<file path="src/rtl/ss_pkg.sv">
package ss_pkg;
  localparam int unsigned MAG_W       = 16;
  localparam int unsigned FACT_W      = 8;
  localparam int unsigned ALPHA_FRAC  = 4;
  localparam int unsigned BETA_FRAC   = 8;
  localparam logic [FACT_W-1:0] ALPHA_DEFAULT = 8'h20;
  localparam logic [FACT_W-1:0] BETA_DEFAULT  = 8'h1A;
endpackage

</file>
<file path="src/rtl/ss_factor_reg.sv">
module ss_factor_reg #(
  parameter int unsigned W = 8,
  parameter logic [W-1:0] RST_VAL = '0
) (
  input  logic         clk,
  input  logic         rst,
  input  logic         we,
  input  logic [W-1:0] wdata,
  output logic [W-1:0] q
);
  always_ff @(posedge clk) begin
    if (rst)     q <= RST_VAL;
    else if (we) q <= wdata;
  end
endmodule

</file>
<file path="src/rtl/ss_scaler.sv">
module ss_scaler #(
  parameter int unsigned IN_W  = 16,
  parameter int unsigned F_W   = 8,
  parameter int unsigned FRAC  = 4,
  localparam int unsigned PROD_W = IN_W + F_W,
  localparam int unsigned OUT_W  = PROD_W - FRAC
) (
  input  logic [IN_W-1:0]  mag,
  input  logic [F_W-1:0]   factor,
  output logic [OUT_W-1:0] scaled
);
  logic [PROD_W-1:0] prod;
  logic              unused_frac;

  always_comb prod = PROD_W'(mag) * PROD_W'(factor);

  generate
    if (FRAC > 0) begin : g_drop
      assign scaled      = prod[PROD_W-1:FRAC];
      assign unused_frac = ^prod[FRAC-1:0];
    end else begin : g_keep
      assign scaled      = prod;
      assign unused_frac = 1'b0;
    end
  endgenerate
endmodule

</file>
<file path="src/rtl/ss_select.sv">
module ss_select #(
  parameter int unsigned MAG_W   = 16,
  parameter int unsigned NOISE_W = 20,
  localparam int unsigned SW = ((NOISE_W > MAG_W) ? NOISE_W : MAG_W) + 1
) (
  input  logic [MAG_W-1:0]   sig,
  input  logic [NOISE_W-1:0] noise_scaled,
  input  logic [MAG_W-1:0]   floor_val,
  output logic [MAG_W-1:0]   result
);
  logic signed [SW-1:0] diff;
  logic                 neg;
  logic                 above;
  logic                 unused_hi;

  always_comb begin
    diff  = $signed(SW'(sig)) - $signed(SW'(noise_scaled));
    neg   = diff[SW-1];
    above = !neg && (diff > $signed(SW'(floor_val)));
    result = above ? diff[MAG_W-1:0] : floor_val;
  end

  assign unused_hi = ^diff[SW-1:MAG_W];
endmodule

</file>
<file path="src/rtl/spec_sub_unit.sv">
module spec_sub_unit
  import ss_pkg::*;
#(
  parameter int unsigned DATA_W = MAG_W,
  parameter int unsigned FW     = FACT_W,
  parameter int unsigned AFRAC  = ALPHA_FRAC,
  parameter int unsigned BFRAC  = BETA_FRAC,
  parameter logic [FW-1:0] ALPHA_RST = ALPHA_DEFAULT,
  parameter logic [FW-1:0] BETA_RST  = BETA_DEFAULT
) (
  input  logic              clk,
  input  logic              rst,
  input  logic              in_valid,
  input  logic [DATA_W-1:0] sig_mag,
  input  logic [DATA_W-1:0] noise_mag,
  input  logic              alpha_we,
  input  logic [FW-1:0]     alpha_wdata,
  input  logic              beta_we,
  input  logic [FW-1:0]     beta_wdata,
  output logic              out_valid,
  output logic [DATA_W-1:0] out_mag
);
  localparam int unsigned NS_W = DATA_W + FW - AFRAC;
  localparam int unsigned FL_W = DATA_W + FW - BFRAC;

  logic [FW-1:0]     alpha_q;
  logic [FW-1:0]     beta_q;
  logic [NS_W-1:0]   noise_scaled;
  logic [FL_W-1:0]   floor_full;
  logic [DATA_W-1:0] floor_val;
  logic [DATA_W-1:0] pick;

  ss_factor_reg #(.W(FW), .RST_VAL(ALPHA_RST)) u_alpha (
    .clk(clk), .rst(rst), .we(alpha_we), .wdata(alpha_wdata), .q(alpha_q));
  ss_factor_reg #(.W(FW), .RST_VAL(BETA_RST)) u_beta (
    .clk(clk), .rst(rst), .we(beta_we), .wdata(beta_wdata), .q(beta_q));

  ss_scaler #(.IN_W(DATA_W), .F_W(FW), .FRAC(AFRAC)) u_noise_scale (
    .mag(noise_mag), .factor(alpha_q), .scaled(noise_scaled));
  ss_scaler #(.IN_W(DATA_W), .F_W(FW), .FRAC(BFRAC)) u_floor_scale (
    .mag(sig_mag), .factor(beta_q), .scaled(floor_full));

  generate
    if (FL_W > DATA_W) begin : g_floor_trunc
      assign floor_val = floor_full[DATA_W-1:0];
    end else begin : g_floor_ext
      assign floor_val = DATA_W'(floor_full);
    end
  endgenerate

  ss_select #(.MAG_W(DATA_W), .NOISE_W(NS_W)) u_select (
    .sig(sig_mag), .noise_scaled(noise_scaled), .floor_val(floor_val),
    .result(pick));

  always_ff @(posedge clk) begin
    if (rst) begin
      out_valid <= 1'b0;
      out_mag   <= '0;
    end else begin
      out_valid <= in_valid;
      if (in_valid) out_mag <= pick;
    end
  end
endmodule

</file>
<file path="config.mk">
export PLATFORM = sky130hd
export DESIGN_NAME = spec_sub_unit
export DESIGN_NICKNAME = d
export VERILOG_FILES = /design/src/rtl/ss_pkg.sv /design/src/rtl/ss_factor_reg.sv /design/src/rtl/ss_scaler.sv /design/src/rtl/ss_select.sv /design/src/rtl/spec_sub_unit.sv
export SDC_FILE = /design/constraint.sdc
export NUM_CORES = 1
export LEC_CHECK = 0
export ABC_AREA = 1
export BUFFER_PORTS_ARGS = -buffer_cell sky130_fd_sc_hd__buf_2
export CORE_ASPECT_RATIO = 0.6
export CORE_MARGIN = 2
export CORE_UTILIZATION = 35
export CTS_CLUSTER_SIZE = 10
export DETAILED_ROUTE_END_ITERATION = 16
export PLACE_DENSITY = 0.62
export SLEW_MARGIN = 20
export SYNTH_ARGS = -nofsm -noshare
export SYNTH_HDL_FRONTEND = slang
export SYNTH_SLANG_ARGS = --single-unit
</file>
<file path="constraint.sdc">
create_clock -name clk -period 9.8 [get_ports clk]
set_input_delay 0.98 -clock clk [delete_from_list [all_inputs] [get_ports clk]]
set_output_delay 0.98 -clock clk [all_outputs]
set_load 0.05 [all_outputs]
</file>
==> results of run 1 <==
area by class of cell:
| cell class | count | area share, % |
|---|---|---|
| inverters | 415 | 13.23 |
| clock buffers | 8 | 1.159 |
| well taps | 416 | 4.422 |
| diodes | 1 | 0.02126 |
| repair buffers | 69 | 2.934 |
| multi-input cells | 1099 | 72.62 |
| flip-flops and latches | 33 | 5.612 |
kinds of logic after synthesis:
family | Yosys count
and+or+nand+nor | 641
buffers and inverters | 483
adders and majority gates | 282
AOI/OAI and AO/OA | 133
xor gates and xnor gates | 43
DFF | 33
metrics by stage:
step	cells	worst slack, ps
floorplan	1615	2904
global placement	2032	2130
detailed placement	2032	2192
CTS	2040	2447
global route	2041	1744
finish	2041	2237
sequential cells by signal (all words and copies together), names as in the netlist:
name	flops
u_alpha.q	8
u_beta.q	8
out_mag	16
out_valid	1
per-layer routing:
layer  vias to the layer above  wire length, um  share of wire (%)  GRT usage, %
li1                       4764                -                  -             -
met1                      4457            16120                 53         31.34
met2                       307            11180                 37         25.60
met3                        10             2881                9.5         5.727
met4                         0              135               0.45         1.509
met5                         -                0                  0             0
how the worst min path moves through the flow:
stage / from / endpoint / slack [ps] / depth (start not counted)
after floorplan: u_alpha.q[0] / u_alpha.q[0] / 560 / 2
after global placement: out_mag[2] / out_mag[2] / 460 / 2
after detailed placement: out_mag[4] / out_mag[4] / 460 / 2
after CTS: out_mag[12] / out_mag[12] / 470 / 2
after global routing: out_mag[4] / out_mag[4] / 500 / 2
final: out_mag[12] / out_mag[12] / 460 / 2
power by group through the flow:
| stage | clock (W) | combinational, W | sequential [W] |
|---|---|---|---|
| after floorplan | 0 | 0.00257 | 0.000247 |
| after global placement | 0 | 0.00358 | 0.000208 |
| after detailed placement | 0 | 0.00356 | 0.000206 |
| after CTS | 0.000160 | 0.00359 | 0.000204 |
| after global routing | 0.000169 | 0.00414 | 0.000209 |
| final | 0.000155 | 0.00368 | 0.000205 |
cells in the final DEF (no fill, tap or decap), types with 2 or more instances in the layout:
| cell | synthesis | layout |
|---|---|---|
| sky130_fd_sc_hd__nand2_1 | 472 | 472 |
| sky130_fd_sc_hd__fa_1 | 168 | 168 |
| sky130_fd_sc_hd__xor2_1 | 28 | 28 |
| sky130_fd_sc_hd__nor4_1 | 3 | 3 |
| sky130_fd_sc_hd__inv_1 | 408 | 408 |
| sky130_fd_sc_hd__nand3b_1 | 4 | 4 |
| sky130_fd_sc_hd__o21ai_0 | 30 | 30 |
| sky130_fd_sc_hd__nor3_1 | 5 | 5 |
| sky130_fd_sc_hd__inv_2 | 6 | 6 |
| sky130_fd_sc_hd__buf_2 | 4 | 69 |
| sky130_fd_sc_hd__o21bai_1 | 8 | 8 |
| sky130_fd_sc_hd__clkbuf_1 | 58 | 3 |
| sky130_fd_sc_hd__a21o_1 | 3 | 3 |
| sky130_fd_sc_hd__nand2_2 | 4 | 4 |
| sky130_fd_sc_hd__a31oi_1 | 5 | 5 |
| sky130_fd_sc_hd__a21oi_1 | 73 | 73 |
| sky130_fd_sc_hd__nor2_1 | 68 | 68 |
| sky130_fd_sc_hd__a31o_2 | 3 | 3 |
| sky130_fd_sc_hd__ha_1 | 114 | 114 |
| sky130_fd_sc_hd__o21a_1 | 3 | 3 |
| sky130_fd_sc_hd__dfxtp_1 | 33 | 33 |
| sky130_fd_sc_hd__nand3_1 | 59 | 59 |
| sky130_fd_sc_hd__clkbuf_16 | 0 | 5 |
| sky130_fd_sc_hd__xnor2_1 | 15 | 15 |
| sky130_fd_sc_hd__nand4_1 | 9 | 9 |
| sky130_fd_sc_hd__a21boi_0 | 2 | 2 |
| sky130_fd_sc_hd__nor2_4 | 3 | 3 |
| sky130_fd_sc_hd__nor2_2 | 6 | 6 |
worst register-to-register path, delay by kind of cell, from the launching register on:
| kind | cells | cell delay, ps |
|---|---|---|
| xor+xnor | 2 | 590 |
| fa+ha+maj | 7 | 3050 |
| buf+inv | 4 | 280 |
| flops | 1 | 820 |
| simple gates | 17 | 1610 |
| compound gates | 6 | 1080 |
==> flow_summary.html, run 1 <==
<table>
<tr><th>Metric</th><th>Value</th></tr>
<tr><th colspan="2">Run status</th></tr>
<tr><td>Run status</td><td>finished clean</td></tr>
<tr><th colspan="2">Cells and area</th></tr>
<tr><td>Post-Route Utilization</td><td>37.86%</td></tr>
<tr><td>Footprint of the multi-input gates</td><td>8548 sq um</td></tr>
<tr><td>Filler instances</td><td>3292</td></tr>
<tr><td>Final net count</td><td>1958</td></tr>
<tr><td>Layout cell share with drive strength beyond 1</td><td>6.281%</td></tr>
<tr><td>Layout area overhead</td><td>6.618%</td></tr>
<tr><td>Seq. cell area</td><td>660.6 sq um</td></tr>
<tr><td>Post-route cell area</td><td>11770 sq um</td></tr>
<tr><th colspan="2">Setup path</th></tr>
<tr><td>Endpoint required time on the critical path</td><td>9960 ps</td></tr>
<tr><td>Startpoint of the worst setup timing path</td><td>u_alpha.q[2]</td></tr>
<tr><td>Crit path to</td><td>out_mag[7]</td></tr>
<tr><td>Crit path max-delay cell type</td><td>sky130_fd_sc_hd__dfxtp_1</td></tr>
<tr><td>Element type at the critical path end</td><td>flip-flop</td></tr>
<tr><td>Buffering stage count on the worst path with inverters included</td><td>4</td></tr>
<tr><td>Reg2Reg Capture Point</td><td>out_mag[7]</td></tr>
<tr><td>Worst setup SP type</td><td>flip-flop</td></tr>
<tr><td>Worst Reg-to-Reg Cells</td><td>36</td></tr>
<tr><td>Max stage delay on crit path</td><td>820 ps</td></tr>
<tr><td>Type of the worst setup path</td><td>reg -&gt; reg</td></tr>
<tr><td>Critical R2R Launch</td><td>u_alpha.q[2]</td></tr>
<tr><td>Data arrival time of the critical path</td><td>7720 ps</td></tr>
<tr><td>Top cell family by delay on the critical path</td><td>adder cells</td></tr>
<tr><td>Critical path peak fanout</td><td>17</td></tr>
<tr><td>Cell count along the critical path</td><td>36</td></tr>
<tr><td>Cell mode on critical path</td><td>sky130_fd_sc_hd__nand2_1</td></tr>
<tr><td>Worst reg2reg setup slack</td><td>2240 ps</td></tr>
<tr><th colspan="2">Synth</th></tr>
<tr><td>Combinational family with the most area after synthesis</td><td>adder cells</td></tr>
<tr><td>Adder-cell area share of the yosys netlist</td><td>43.38%</td></tr>
<tr><td>Top cells by area in the synthesized netlist</td><td>sky130_fd_sc_hd__fa_1 30%, sky130_fd_sc_hd__nand2_1 16%, sky130_fd_sc_hd__inv_1 14%, sky130_fd_sc_hd__ha_1 13%, sky130_fd_sc_hd__dfxtp_1 6.0%</td></tr>
<tr><td>Mux contribution to synthesized area</td><td>0%</td></tr>
<tr><td>Count of unique library cells instantiated by Yosys</td><td>44</td></tr>
<tr><td>Most instantiated library cell after synthesis</td><td>sky130_fd_sc_hd__nand2_1</td></tr>
<tr><td>Synth Warn #</td><td>0</td></tr>
<tr><td>XOR/XNOR Fraction of Synth Area</td><td>3.411%</td></tr>
<tr><td>Leading cell types by count after synthesis</td><td>472 x sky130_fd_sc_hd__nand2_1, 408 x sky130_fd_sc_hd__inv_1, 168 x sky130_fd_sc_hd__fa_1</td></tr>
<tr><td>Post-synth top area share</td><td>30.46%</td></tr>
<tr><td>Mapped Area</td><td>11040 sq um</td></tr>
<tr><td>Cells after synthesis</td><td>1615</td></tr>
<tr><td>Post-synth EDFFs</td><td>0</td></tr>
<tr><td>Part of the Yosys area used for sequential elements</td><td>5.984%</td></tr>
<tr><td>Fraction of the mapped netlist area in compound gates</td><td>6.777%</td></tr>
<tr><td>Most used flip-flop cell after synthesis</td><td>sky130_fd_sc_hd__dfxtp_1</td></tr>
<tr><td>Flip-flop and latch count after synthesis</td><td>33</td></tr>
<tr><td>Synthesized-area fraction occupied by and/or/nand/nor cells</td><td>23.86%</td></tr>
<tr><td>Share of async-settable or async-resettable flops after synthesis</td><td>0%</td></tr>
<tr><td>Largest area contributor in the synthesized netlist</td><td>sky130_fd_sc_hd__fa_1</td></tr>
<tr><td>Mean area per synthesized cell</td><td>6.836 sq um</td></tr>
<tr><td>Post-Synthesis Net Count</td><td>1950</td></tr>
<tr><th colspan="2">Route</th></tr>
<tr><td>Post-route DRC violation count</td><td>0</td></tr>
<tr><td>Via count</td><td>9538</td></tr>
<tr><td>Detailed router's first-iteration violation count</td><td>816</td></tr>
<tr><td>Post-DRT Antenna Nets</td><td>0</td></tr>
<tr><td>Router iterations before antenna repair</td><td>5</td></tr>
<tr><td>Total wirelength of the detailed-routed design</td><td>30.32 mm</td></tr>
<tr><td>Post-DR vias/cell</td><td>4.673</td></tr>
<tr><td>Routed len/inst</td><td>14.86 um</td></tr>
<tr><th colspan="2">Worst hold path</th></tr>
<tr><td>Hold Path Class</td><td>reg -&gt; reg</td></tr>
<tr><th colspan="2">CTS</th></tr>
<tr><td>Post-CTS Hold Fix Bufs</td><td>0</td></tr>
<tr><td>Clock input transition at the sequential cells of the worst setup and hold paths</td><td>50 ps</td></tr>
<tr><td>Deepest level of the CTS H-tree</td><td>2</td></tr>
<tr><td>Clock tree from TritonCTS</td><td>yes</td></tr>
<tr><td>Number of buffers inserted to repair setup after CTS</td><td>0</td></tr>
<tr><td># clock sinks</td><td>33</td></tr>
<tr><td>Buffer type at the clock tree root</td><td>sky130_fd_sc_hd__clkbuf_16</td></tr>
<tr><td>Worst-Skew Late Latency</td><td>290 ps</td></tr>
<tr><td>Max Root-Sink Buffers</td><td>2</td></tr>
<tr><td>Number of clock buffers inserted by TritonCTS</td><td>5</td></tr>
<tr><td>Number of cells upsized or downsized after cts</td><td>0</td></tr>
<tr><th colspan="2">Timing</th></tr>
<tr><td>Unrepaired setup endpoints after global routing</td><td>false</td></tr>
<tr><td>Worst hold margin</td><td>462.2 ps</td></tr>
<tr><td>Max-slew headroom</td><td>45.65%</td></tr>
<tr><td>Hold Fails Final Rpt</td><td>0</td></tr>
<tr><td>Final cycle utilization of the critical path</td><td>77.17%</td></tr>
<tr><td>Setup Skew</td><td>3.869 ps</td></tr>
<tr><td>Finish-stage setup viols</td><td>0</td></tr>
<tr><td>Slew at the pin with the worst max-slew slack</td><td>812.5 ps</td></tr>
<tr><td>Post-Route Setup TNS</td><td>0 ps</td></tr>
<tr><td>Minimum period implied by the final worst setup slack</td><td>7563 ps</td></tr>
<tr><td>Fmax</td><td>132.2 MHz</td></tr>
<tr><td>Number of pins with negative max-slew slack in the final report</td><td>0</td></tr>
<tr><th colspan="2">Placement</th></tr>
<tr><td># port buffers</td><td>69</td></tr>
<tr><td>Placed cell areas</td><td>11630 sq um</td></tr>
<tr><td>Detailed placer's ending HPWL</td><td>25.96 mm</td></tr>
<tr><td>Global placement routability congestion</td><td>0.9461</td></tr>
<tr><th colspan="2">Power and ir drop</th></tr>
<tr><td>Clk network pwr share</td><td>3.8%</td></tr>
<tr><td>Overall Power</td><td>0.004043 W</td></tr>
<tr><td>P per Cell Area</td><td>343.5 nW/um^2</td></tr>
<tr><td>Leakage power summed over all cells</td><td>7.037 nW</td></tr>
<tr><td>Sequential group share of total power</td><td>5.1%</td></tr>
<tr><td>Switching fraction of total power</td><td>62.22%</td></tr>
<tr><td>Design internal power</td><td>0.001527 W</td></tr>
<tr><td>Share of total power in combinational logic</td><td>91.1%</td></tr>
<tr><td>Worst IR Drop VDD</td><td>0.2233 mV</td></tr>
<tr><td>Sw Pwr</td><td>0.002516 W</td></tr>
<tr><th colspan="2">Global route</th></tr>
<tr><td>Pin count of the biggest net entering global routing</td><td>19</td></tr>
<tr><td>Via count of the first global-routing pass</td><td>9377</td></tr>
<tr><td>Initial antenna violation count</td><td>1</td></tr>
<tr><td>Global-route wire length before repair</td><td>50.41 mm</td></tr>
<tr><td>Total track usage</td><td>19.40%</td></tr>
<tr><td>Total congestion overflow</td><td>0</td></tr>
<tr><th colspan="2">Floorplanning</th></tr>
<tr><td>Height of the die</td><td>141.6 um</td></tr>
<tr><td>CORE AREA</td><td>31090 sq um</td></tr>
<tr><td>Starting utilization of the core area</td><td>35.51%</td></tr>
<tr><td>Area of the die</td><td>33030 sq um</td></tr>
<tr><td>I/O pin count</td><td>70</td></tr>
<tr><td>Number of placement rows</td><td>50</td></tr>
<tr><td>Die W</td><td>233.3 um</td></tr>
<tr><th colspan="2">Job</th></tr>
<tr><td>Number of max-cap violations</td><td>0</td></tr>
</table>
No activity file was read; power rests on OpenSTA's default activity.
==> run 2, diff against run 1 <==
PLACE_DENSITY = 0.64   (was 0.62)
clock period = 6.7 ns   (was 9.8 ns; I/O delays follow)
==> flow_summary.html, run 2 (synthesis results as in run 1) <==
<table>
<tr><th>Metric</th><th>Value</th></tr>
<tr><th colspan="2">Run status</th></tr>
<tr><td>Run status</td><td>finished clean</td></tr>
<tr><th colspan="2">Setup path</th></tr>
<tr><td>Element type at the critical path end</td><td>flip-flop</td></tr>
<tr><td>Worst Reg-to-Reg Cells</td><td>41 (+14%)</td></tr>
<tr><td>Worst setup SP type</td><td>input pin</td></tr>
<tr><td>Max stage delay on crit path</td><td>570 ps (-250 ps)</td></tr>
<tr><td>Cell mode on critical path</td><td>sky130_fd_sc_hd__nand2_1</td></tr>
<tr><td>Endpoint required time on the critical path</td><td>6850 ps (-3110 ps)</td></tr>
<tr><td>Critical path peak fanout</td><td>8 (-9)</td></tr>
<tr><td>Critical R2R Launch</td><td>u_alpha.q[2]</td></tr>
<tr><td>Type of the worst setup path</td><td>in -&gt; reg</td></tr>
<tr><td>Reg2Reg Capture Point</td><td>out_mag[11]</td></tr>
<tr><td>Worst reg2reg setup slack</td><td>110 ps (-2130 ps)</td></tr>
<tr><td>Data arrival time of the critical path</td><td>6770 ps (-950 ps)</td></tr>
<tr><td>Crit path max-delay cell type</td><td>sky130_fd_sc_hd__fa_1</td></tr>
<tr><th colspan="2">Timing</th></tr>
<tr><td>Setup Skew</td><td>7.663 ps (+3.794 ps)</td></tr>
<tr><td>Minimum period implied by the final worst setup slack</td><td>6618 ps</td></tr>
<tr><td>Final cycle utilization of the critical path</td><td>98.77%</td></tr>
<tr><td>Slew at the pin with the worst max-slew slack</td><td>771.4 ps (-41.14 ps)</td></tr>
<tr><td>Number of pins with negative max-slew slack in the final report</td><td>0 (unchanged)</td></tr>
<tr><td>Finish-stage setup viols</td><td>0 (unchanged)</td></tr>
<tr><td>Max-slew headroom</td><td>48.51% (+2.9 points)</td></tr>
<tr><td>Fmax</td><td>151.1 MHz</td></tr>
<tr><td>Worst setup margin</td><td>82.39 ps (-2155 ps)</td></tr>
<tr><td>Unrepaired setup endpoints after global routing</td><td>true</td></tr>
<tr><td>Hold Fails Final Rpt</td><td>0 (unchanged)</td></tr>
<tr><th colspan="2">CTS</th></tr>
<tr><td>Deepest level of the CTS H-tree</td><td>2 (unchanged)</td></tr>
<tr><td>Worst-Skew Late Latency</td><td>290 ps (about the same)</td></tr>
<tr><td>Post-CTS Hold Fix Bufs</td><td>0 (unchanged)</td></tr>
<tr><td>Buffer type at the clock tree root</td><td>sky130_fd_sc_hd__clkbuf_16</td></tr>
<tr><td># clock sinks</td><td>33 (unchanged)</td></tr>
<tr><td>Max Root-Sink Buffers</td><td>2 (unchanged)</td></tr>
<tr><td>Number of clock buffers inserted by TritonCTS</td><td>5 (unchanged)</td></tr>
<tr><td>Clock input transition at the sequential cells of the worst setup and hold paths</td><td>60 ps (about the same)</td></tr>
<tr><td>Clock tree from TritonCTS</td><td>yes</td></tr>
<tr><th colspan="2">Worst hold path</th></tr>
<tr><td>Hold Path Class</td><td>reg -&gt; reg</td></tr>
<tr><td>Endpoint of the worst hold path</td><td>out_mag[1]</td></tr>
<tr><td>Worst Min Path Start</td><td>out_mag[1]</td></tr>
<tr><td>Number of cells on the worst hold path</td><td>2 (unchanged)</td></tr>
<tr><th colspan="2">Placement</th></tr>
<tr><td>Placed cell areas</td><td>12540 sq um (+7.8%)</td></tr>
<tr><td>Dpl ws</td><td>-472.1 ps (-2664 ps)</td></tr>
<tr><td>Global placement routability congestion</td><td>0.9276 (-2.0%)</td></tr>
<tr><td># port buffers</td><td>69 (unchanged)</td></tr>
<tr><td>Detailed placer's ending HPWL</td><td>26.66 mm (+2.7%)</td></tr>
<tr><th colspan="2">Floorplanning</th></tr>
<tr><td>I/O pin count</td><td>70 (unchanged)</td></tr>
<tr><td>CORE AREA</td><td>31090 sq um (unchanged)</td></tr>
<tr><td>Die W</td><td>233.3 um (unchanged)</td></tr>
<tr><td>Starting utilization of the core area</td><td>35.51% (unchanged)</td></tr>
<tr><td>Height of the die</td><td>141.6 um (unchanged)</td></tr>
<tr><td>Number of placement rows</td><td>50 (unchanged)</td></tr>
<tr><td>Area of the die</td><td>33030 sq um (unchanged)</td></tr>
<tr><th colspan="2">Cells and area</th></tr>
<tr><td>Filler instances</td><td>2996 (-9.0%)</td></tr>
<tr><td>Footprint of the multi-input gates</td><td>9423 sq um (+10%)</td></tr>
<tr><td>Leading registers by flop count</td><td>out_mag: 16 flops, u_alpha.q: 8 flops, u_beta.q: 8 flops</td></tr>
<tr><td>Seq. cell area</td><td>675.6 sq um (+2.3%)</td></tr>
<tr><td>Number of flip-flops in the largest register</td><td>16 (unchanged)</td></tr>
<tr><td>Post-Route Utilization</td><td>44.58% (+6.7 points)</td></tr>
<tr><td>Most frequent standard cell in the layout excluding fill and tap cells</td><td>sky130_fd_sc_hd__nand2_1</td></tr>
<tr><td>Layout area overhead</td><td>25.55%</td></tr>
<tr><td>Highest-count cells in the layout ignoring fill and taps</td><td>410 x sky130_fd_sc_hd__nand2_1, 382 x sky130_fd_sc_hd__inv_1, 164 x sky130_fd_sc_hd__fa_1</td></tr>
<tr><td>Layout cell share with drive strength beyond 1</td><td>23.95% (+18 points)</td></tr>
<tr><td>Largest Register</td><td>out_mag</td></tr>
<tr><td>ANT cells</td><td>0 (-1)</td></tr>
<tr><td>Post-route cell area</td><td>13860 sq um (+18%)</td></tr>
<tr><td>Final net count</td><td>2100 (+7.3%)</td></tr>
<tr><th colspan="2">Global route</th></tr>
<tr><td>Total track usage</td><td>19.60% (+0.21 points)</td></tr>
<tr><td>Via count of the first global-routing pass</td><td>10016 (+6.8%)</td></tr>
<tr><td>Initial antenna violation count</td><td>0 (-1)</td></tr>
<tr><td>Pin count of the biggest net entering global routing</td><td>19 (unchanged)</td></tr>
<tr><td>Global-route wire length before repair</td><td>51.60 mm (+2.4%)</td></tr>
<tr><td>Total congestion overflow</td><td>0 (unchanged)</td></tr>
<tr><th colspan="2">Route</th></tr>
<tr><td>Routed len/inst</td><td>15.03 um (+1.2%)</td></tr>
<tr><td>Total wirelength of the detailed-routed design</td><td>32.80 mm (+8.2%)</td></tr>
<tr><td>Post-DRT Antenna Nets</td><td>0 (unchanged)</td></tr>
<tr><td>Via count</td><td>10392 (+9.0%)</td></tr>
<tr><td>Post-DR vias/cell</td><td>4.763 (+1.9%)</td></tr>
<tr><td>Post-route DRC violation count</td><td>0 (unchanged)</td></tr>
<tr><td>Detailed router's first-iteration violation count</td><td>870 (+6.6%)</td></tr>
<tr><td>Router iterations before antenna repair</td><td>5 (unchanged)</td></tr>
<tr><th colspan="2">Job</th></tr>
<tr><td>Number of max-cap violations</td><td>0 (unchanged)</td></tr>
</table>
[run 2: cell types whose count changed in the layout (fill, tap and decap cells not counted), sizes merged]
cell and delta:
nand4 +1, diode -1, clkbuf +1, buf +140
[run 2: final cells by class]
class                           instances  share of cell area [%]
Timing Repair Buffer                  210                   11.17
Multi-Input combinational cell       1100                   67.98
Tap cell                              416                   3.755
Sequential cell                        33                   4.874
Clock buffer                            8                  0.9838
Inverter                              415                   11.24
[run 2: through the flow]
step / std cells / hold slack [ps] / setup TNS [ps]
global route: 2182 / 488.9 / -2772
finish: 2182 / 470.3 / 0
global placement: 2150 / 452.8 / -6517
CTS: 2162 / 474.3 / 0
floorplan: 1615 / 556.8 / 0
detailed placement: 2150 / 464.6 / -7242
[run 2: how the worst max path moves through the flow]
| stage | depth (start not counted) | end | from | slack [ps] |
|---|---|---|---|---|
| global placement | 36 | out_mag[15] | noise_mag[7] | -430 |
| CTS | 41 | out_mag[5] | u_alpha.q[2] | 1 |
| finish | 37 | out_mag[11] | noise_mag[1] | 80 |
| detailed placement | 35 | out_mag[8] | noise_mag[3] | -470 |
| global route | 39 | out_mag[8] | noise_mag[8] | -200 |
| floorplan | 38 | out_mag[10] | noise_mag[7] | 110 |
[run 2: worst max-delay path, delay by kind of cell]
family	cells	cell delay, ps
adders and majority gates	7	2820
AOI/OAI and AO/OA	9	1370
and+or+nand+nor	12	910
buffers and inverters	7	650
xor gates and xnor gates	2	330
[run 2: timing repair]
| action | CTS | global route |
|---|---|---|
| pin swaps | 5 | 62 |
| gates resized for setup | 19 | 240 |
| gates cloned | 0 | 2 |
| setup endpoints to repair | 16 | 16 |
| setup buffers | 4 | 19 |
[run 2: routing by layer]
metal	track usage, %	wire [um]	vias to the layer above
li1	-	-	5052
met1	31.47	16360	4920
met2	26.66	13040	398
met3	5.024	3190	22
met4	1.643	210	0
met5	0	0	-
Power of run 2 is not shown: default switching activity piles up to over one toggle a cycle in this logic, so the estimate is an artifact.
==> run 3, diff against run 2 <==
CORE_UTILIZATION = 40   (was 35)
CTS_BUF_LIST = sky130_fd_sc_hd__clkbuf_4 sky130_fd_sc_hd__clkbuf_8   (was unset)
PLACE_DENSITY = 0.7   (was 0.64)
SKIP_CTS_REPAIR_TIMING = 1   (was unset)
==> flow_summary.html, run 3 (synthesis results as in run 1) <==
<table>
<tr><th>Metric</th><th>Value</th></tr>
<tr><th colspan="2">Timing</th></tr>
<tr><td>Setup Skew</td><td>9.937 ps (+2.273 ps)</td></tr>
<tr><td>Slew at the pin with the worst max-slew slack</td><td>661.3 ps (-110.0 ps)</td></tr>
<tr><td>Hold Fails Final Rpt</td><td>0 (unchanged)</td></tr>
<tr><td>Unrepaired setup endpoints after global routing</td><td>true</td></tr>
<tr><td>Max-slew headroom</td><td>55.85% (+7.3 points)</td></tr>
<tr><td>Minimum period implied by the final worst setup slack</td><td>6726 ps (+108.6 ps)</td></tr>
<tr><td>Worst setup margin</td><td>-26.16 ps (-108.6 ps)</td></tr>
<tr><td>Number of pins with negative max-slew slack in the final report</td><td>0 (unchanged)</td></tr>
<tr><td>Final cycle utilization of the critical path</td><td>100.4% (+1.6 points)</td></tr>
<tr><td>Finish-stage setup viols</td><td>8 (+8)</td></tr>
<tr><td>Fmax</td><td>148.7 MHz (-1.6%)</td></tr>
<tr><th colspan="2">Setup path</th></tr>
<tr><td>Endpoint required time on the critical path</td><td>6890 ps (+40 ps)</td></tr>
<tr><td>Cell mode on critical path</td><td>sky130_fd_sc_hd__nand2_1</td></tr>
<tr><td>Critical path peak fanout</td><td>8 (unchanged)</td></tr>
<tr><td>Data arrival time of the critical path</td><td>6920 ps (+150 ps)</td></tr>
<tr><td>Worst setup SP type</td><td>input pin</td></tr>
<tr><td>Crit path max-delay cell type</td><td>sky130_fd_sc_hd__fa_1</td></tr>
<tr><td>Max stage delay on crit path</td><td>540 ps (-30 ps)</td></tr>
<tr><td>Type of the worst setup path</td><td>in -&gt; reg</td></tr>
<tr><td>Element type at the critical path end</td><td>flip-flop</td></tr>
<tr><th colspan="2">Cells and area</th></tr>
<tr><td>Number of flip-flops in the largest register</td><td>16 (unchanged)</td></tr>
<tr><td>Filler instances</td><td>2707 (-9.6%)</td></tr>
<tr><td>Highest-count cells in the layout ignoring fill and taps</td><td>439 x sky130_fd_sc_hd__nand2_1, 393 x sky130_fd_sc_hd__inv_1, 165 x sky130_fd_sc_hd__fa_1</td></tr>
<tr><td>ANT cells</td><td>0 (unchanged)</td></tr>
<tr><td>Most frequent standard cell in the layout excluding fill and tap cells</td><td>sky130_fd_sc_hd__nand2_1</td></tr>
<tr><td>Leading registers by flop count</td><td>out_mag: 16 flops, u_alpha.q: 8 flops, u_beta.q: 8 flops</td></tr>
<tr><td>Final net count</td><td>2093 (-0.33%)</td></tr>
<tr><td>Layout area overhead</td><td>20.00%</td></tr>
<tr><td>Layout cell share with drive strength beyond 1</td><td>19.56% (-4.4 points)</td></tr>
<tr><td>Post-route cell area</td><td>13250 sq um (-4.4%)</td></tr>
<tr><td>Largest Register</td><td>out_mag</td></tr>
<tr><th colspan="2">Worst hold path</th></tr>
<tr><td>Hold Path Class</td><td>reg -&gt; reg</td></tr>
<tr><th colspan="2">Floorplanning</th></tr>
<tr><td>Area of the die</td><td>28990 sq um (-12%)</td></tr>
<tr><td>CORE AREA</td><td>27350 sq um (-12%)</td></tr>
<tr><td>Die W</td><td>218.5 um (-6.3%)</td></tr>
<tr><td>Starting utilization of the core area</td><td>40.38% (+4.9 points)</td></tr>
<tr><td>Number of placement rows</td><td>47 (-6.0%)</td></tr>
<tr><td>I/O pin count</td><td>70 (unchanged)</td></tr>
<tr><td>Height of the die</td><td>132.7 um (-6.3%)</td></tr>
<tr><th colspan="2">Route</th></tr>
<tr><td>Total wirelength of the detailed-routed design</td><td>32.34 mm (-1.4%)</td></tr>
<tr><td>Detailed router's first-iteration violation count</td><td>919 (+5.6%)</td></tr>
<tr><td>Via count</td><td>10400 (+0.077%)</td></tr>
<tr><td>Routed len/inst</td><td>15.21 um (+1.2%)</td></tr>
<tr><td>Post-DR vias/cell</td><td>4.892 (+2.7%)</td></tr>
<tr><td>Router iterations before antenna repair</td><td>5 (unchanged)</td></tr>
<tr><td>Post-DRT Antenna Nets</td><td>0 (unchanged)</td></tr>
<tr><td>Post-route DRC violation count</td><td>0 (unchanged)</td></tr>
<tr><th colspan="2">Placement</th></tr>
<tr><td>Global placement routability congestion</td><td>0.9537 (+2.8%)</td></tr>
<tr><td># port buffers</td><td>69 (unchanged)</td></tr>
<tr><td>Placed cell areas</td><td>12470 sq um (-0.59%)</td></tr>
<tr><td>Detailed placer's ending HPWL</td><td>27.01 mm (+1.3%)</td></tr>
<tr><th colspan="2">Global route</th></tr>
<tr><td>Initial antenna violation count</td><td>0 (unchanged)</td></tr>
<tr><td>Total track usage</td><td>22.57% (+3.0 points)</td></tr>
<tr><td>Global-route wire length before repair</td><td>52.03 mm (+0.83%)</td></tr>
<tr><td>Pin count of the biggest net entering global routing</td><td>19 (unchanged)</td></tr>
<tr><td>Total congestion overflow</td><td>0 (unchanged)</td></tr>
<tr><td>Via count of the first global-routing pass</td><td>10034 (+0.18%)</td></tr>
<tr><th colspan="2">Job</th></tr>
<tr><td>Number of max-cap violations</td><td>0 (unchanged)</td></tr>
<tr><th colspan="2">CTS</th></tr>
<tr><td>Max Root-Sink Buffers</td><td>2 (unchanged)</td></tr>
<tr><td>Worst-Skew Late Latency</td><td>320 ps (+30 ps)</td></tr>
<tr><td>Buffer type at the clock tree root</td><td>sky130_fd_sc_hd__clkbuf_8</td></tr>
<tr><td>Clock input transition at the sequential cells of the worst setup and hold paths</td><td>80 ps (+20 ps)</td></tr>
<tr><td># clock sinks</td><td>33 (unchanged)</td></tr>
<tr><td>Clock tree from TritonCTS</td><td>yes</td></tr>
<tr><td>Number of clock buffers inserted by TritonCTS</td><td>5 (unchanged)</td></tr>
<tr><td>Deepest level of the CTS H-tree</td><td>2 (unchanged)</td></tr>
<tr><th colspan="2">Run status</th></tr>
<tr><td>Violations in the final reports</td><td>setup timing</td></tr>
<tr><td>Run status</td><td>finished with violations</td></tr>
</table>
run 3: worst paths after layout:
kind,startpoint,endpoint,slack (ps),cells after the start
worst max register to register,u_alpha.q[2],out_mag[5],0,37
worst min-delay path,out_mag[3],out_mag[3],470,2
worst min register to register,out_mag[3],out_mag[3],470,2
worst max-delay path,noise_mag[4],out_mag[5],-30,38
run 3: metal layers:
| metal | share of wire (%) | global-route usage [%] |
|---|---|---|
| met5 | 0 | 0 |
| met4 | 0.75 | 1.738 |
| met3 | 10 | 6.000 |
| met2 | 39 | 30.49 |
| met1 | 50 | 36.44 |
run 3: cell type report:
cell class	instances	area [sq um]	area share [%]
flip-flops and latches	33	680.7	5.137
repair buffers	204	1440	10.87
clock inverters	2	10.01	0.07555
well taps	367	459.2	3.466
clock buffers	6	76.32	0.5761
multi-input cells	1099	9025	68.12
inverters	415	1558	11.76
run 3: through the flow:
| stage | utilization (%) | cells | setup slack, ps | hold WS [ps] | setup TNS [ps] |
|---|---|---|---|---|---|
| 2_1_floorplan | - | 1615 | 114.5 | 556.8 | 0 |
| 3_3_place_gp | 45.60 | 2101 | -499.3 | 458.6 | -7012 |
| 3_5_place_dp | 45.60 | 2101 | -494.7 | 460.9 | -7169 |
| 4_1_cts | 45.92 | 2109 | -272.8 | 472.6 | -3722 |
| 5_1_grt | 48.45 | 2126 | -279.4 | 500.5 | -4121 |
| 6_report | 48.45 | 2126 | -26.16 | 472.1 | -100.8 |
run 3: worst max-delay path: cells and delay by family:
| family | cells | cell delay, ps |
|---|---|---|
| AO/OA/AOI/OAI | 9 | 1380 |
| adder cells (fa/ha/maj) | 7 | 3000 |
| AND/OR/NAND/NOR | 13 | 1000 |
| buffers and inverters | 7 | 660 |
| XOR/XNOR | 2 | 220 |
Power of run 3 is left out for the same reason.
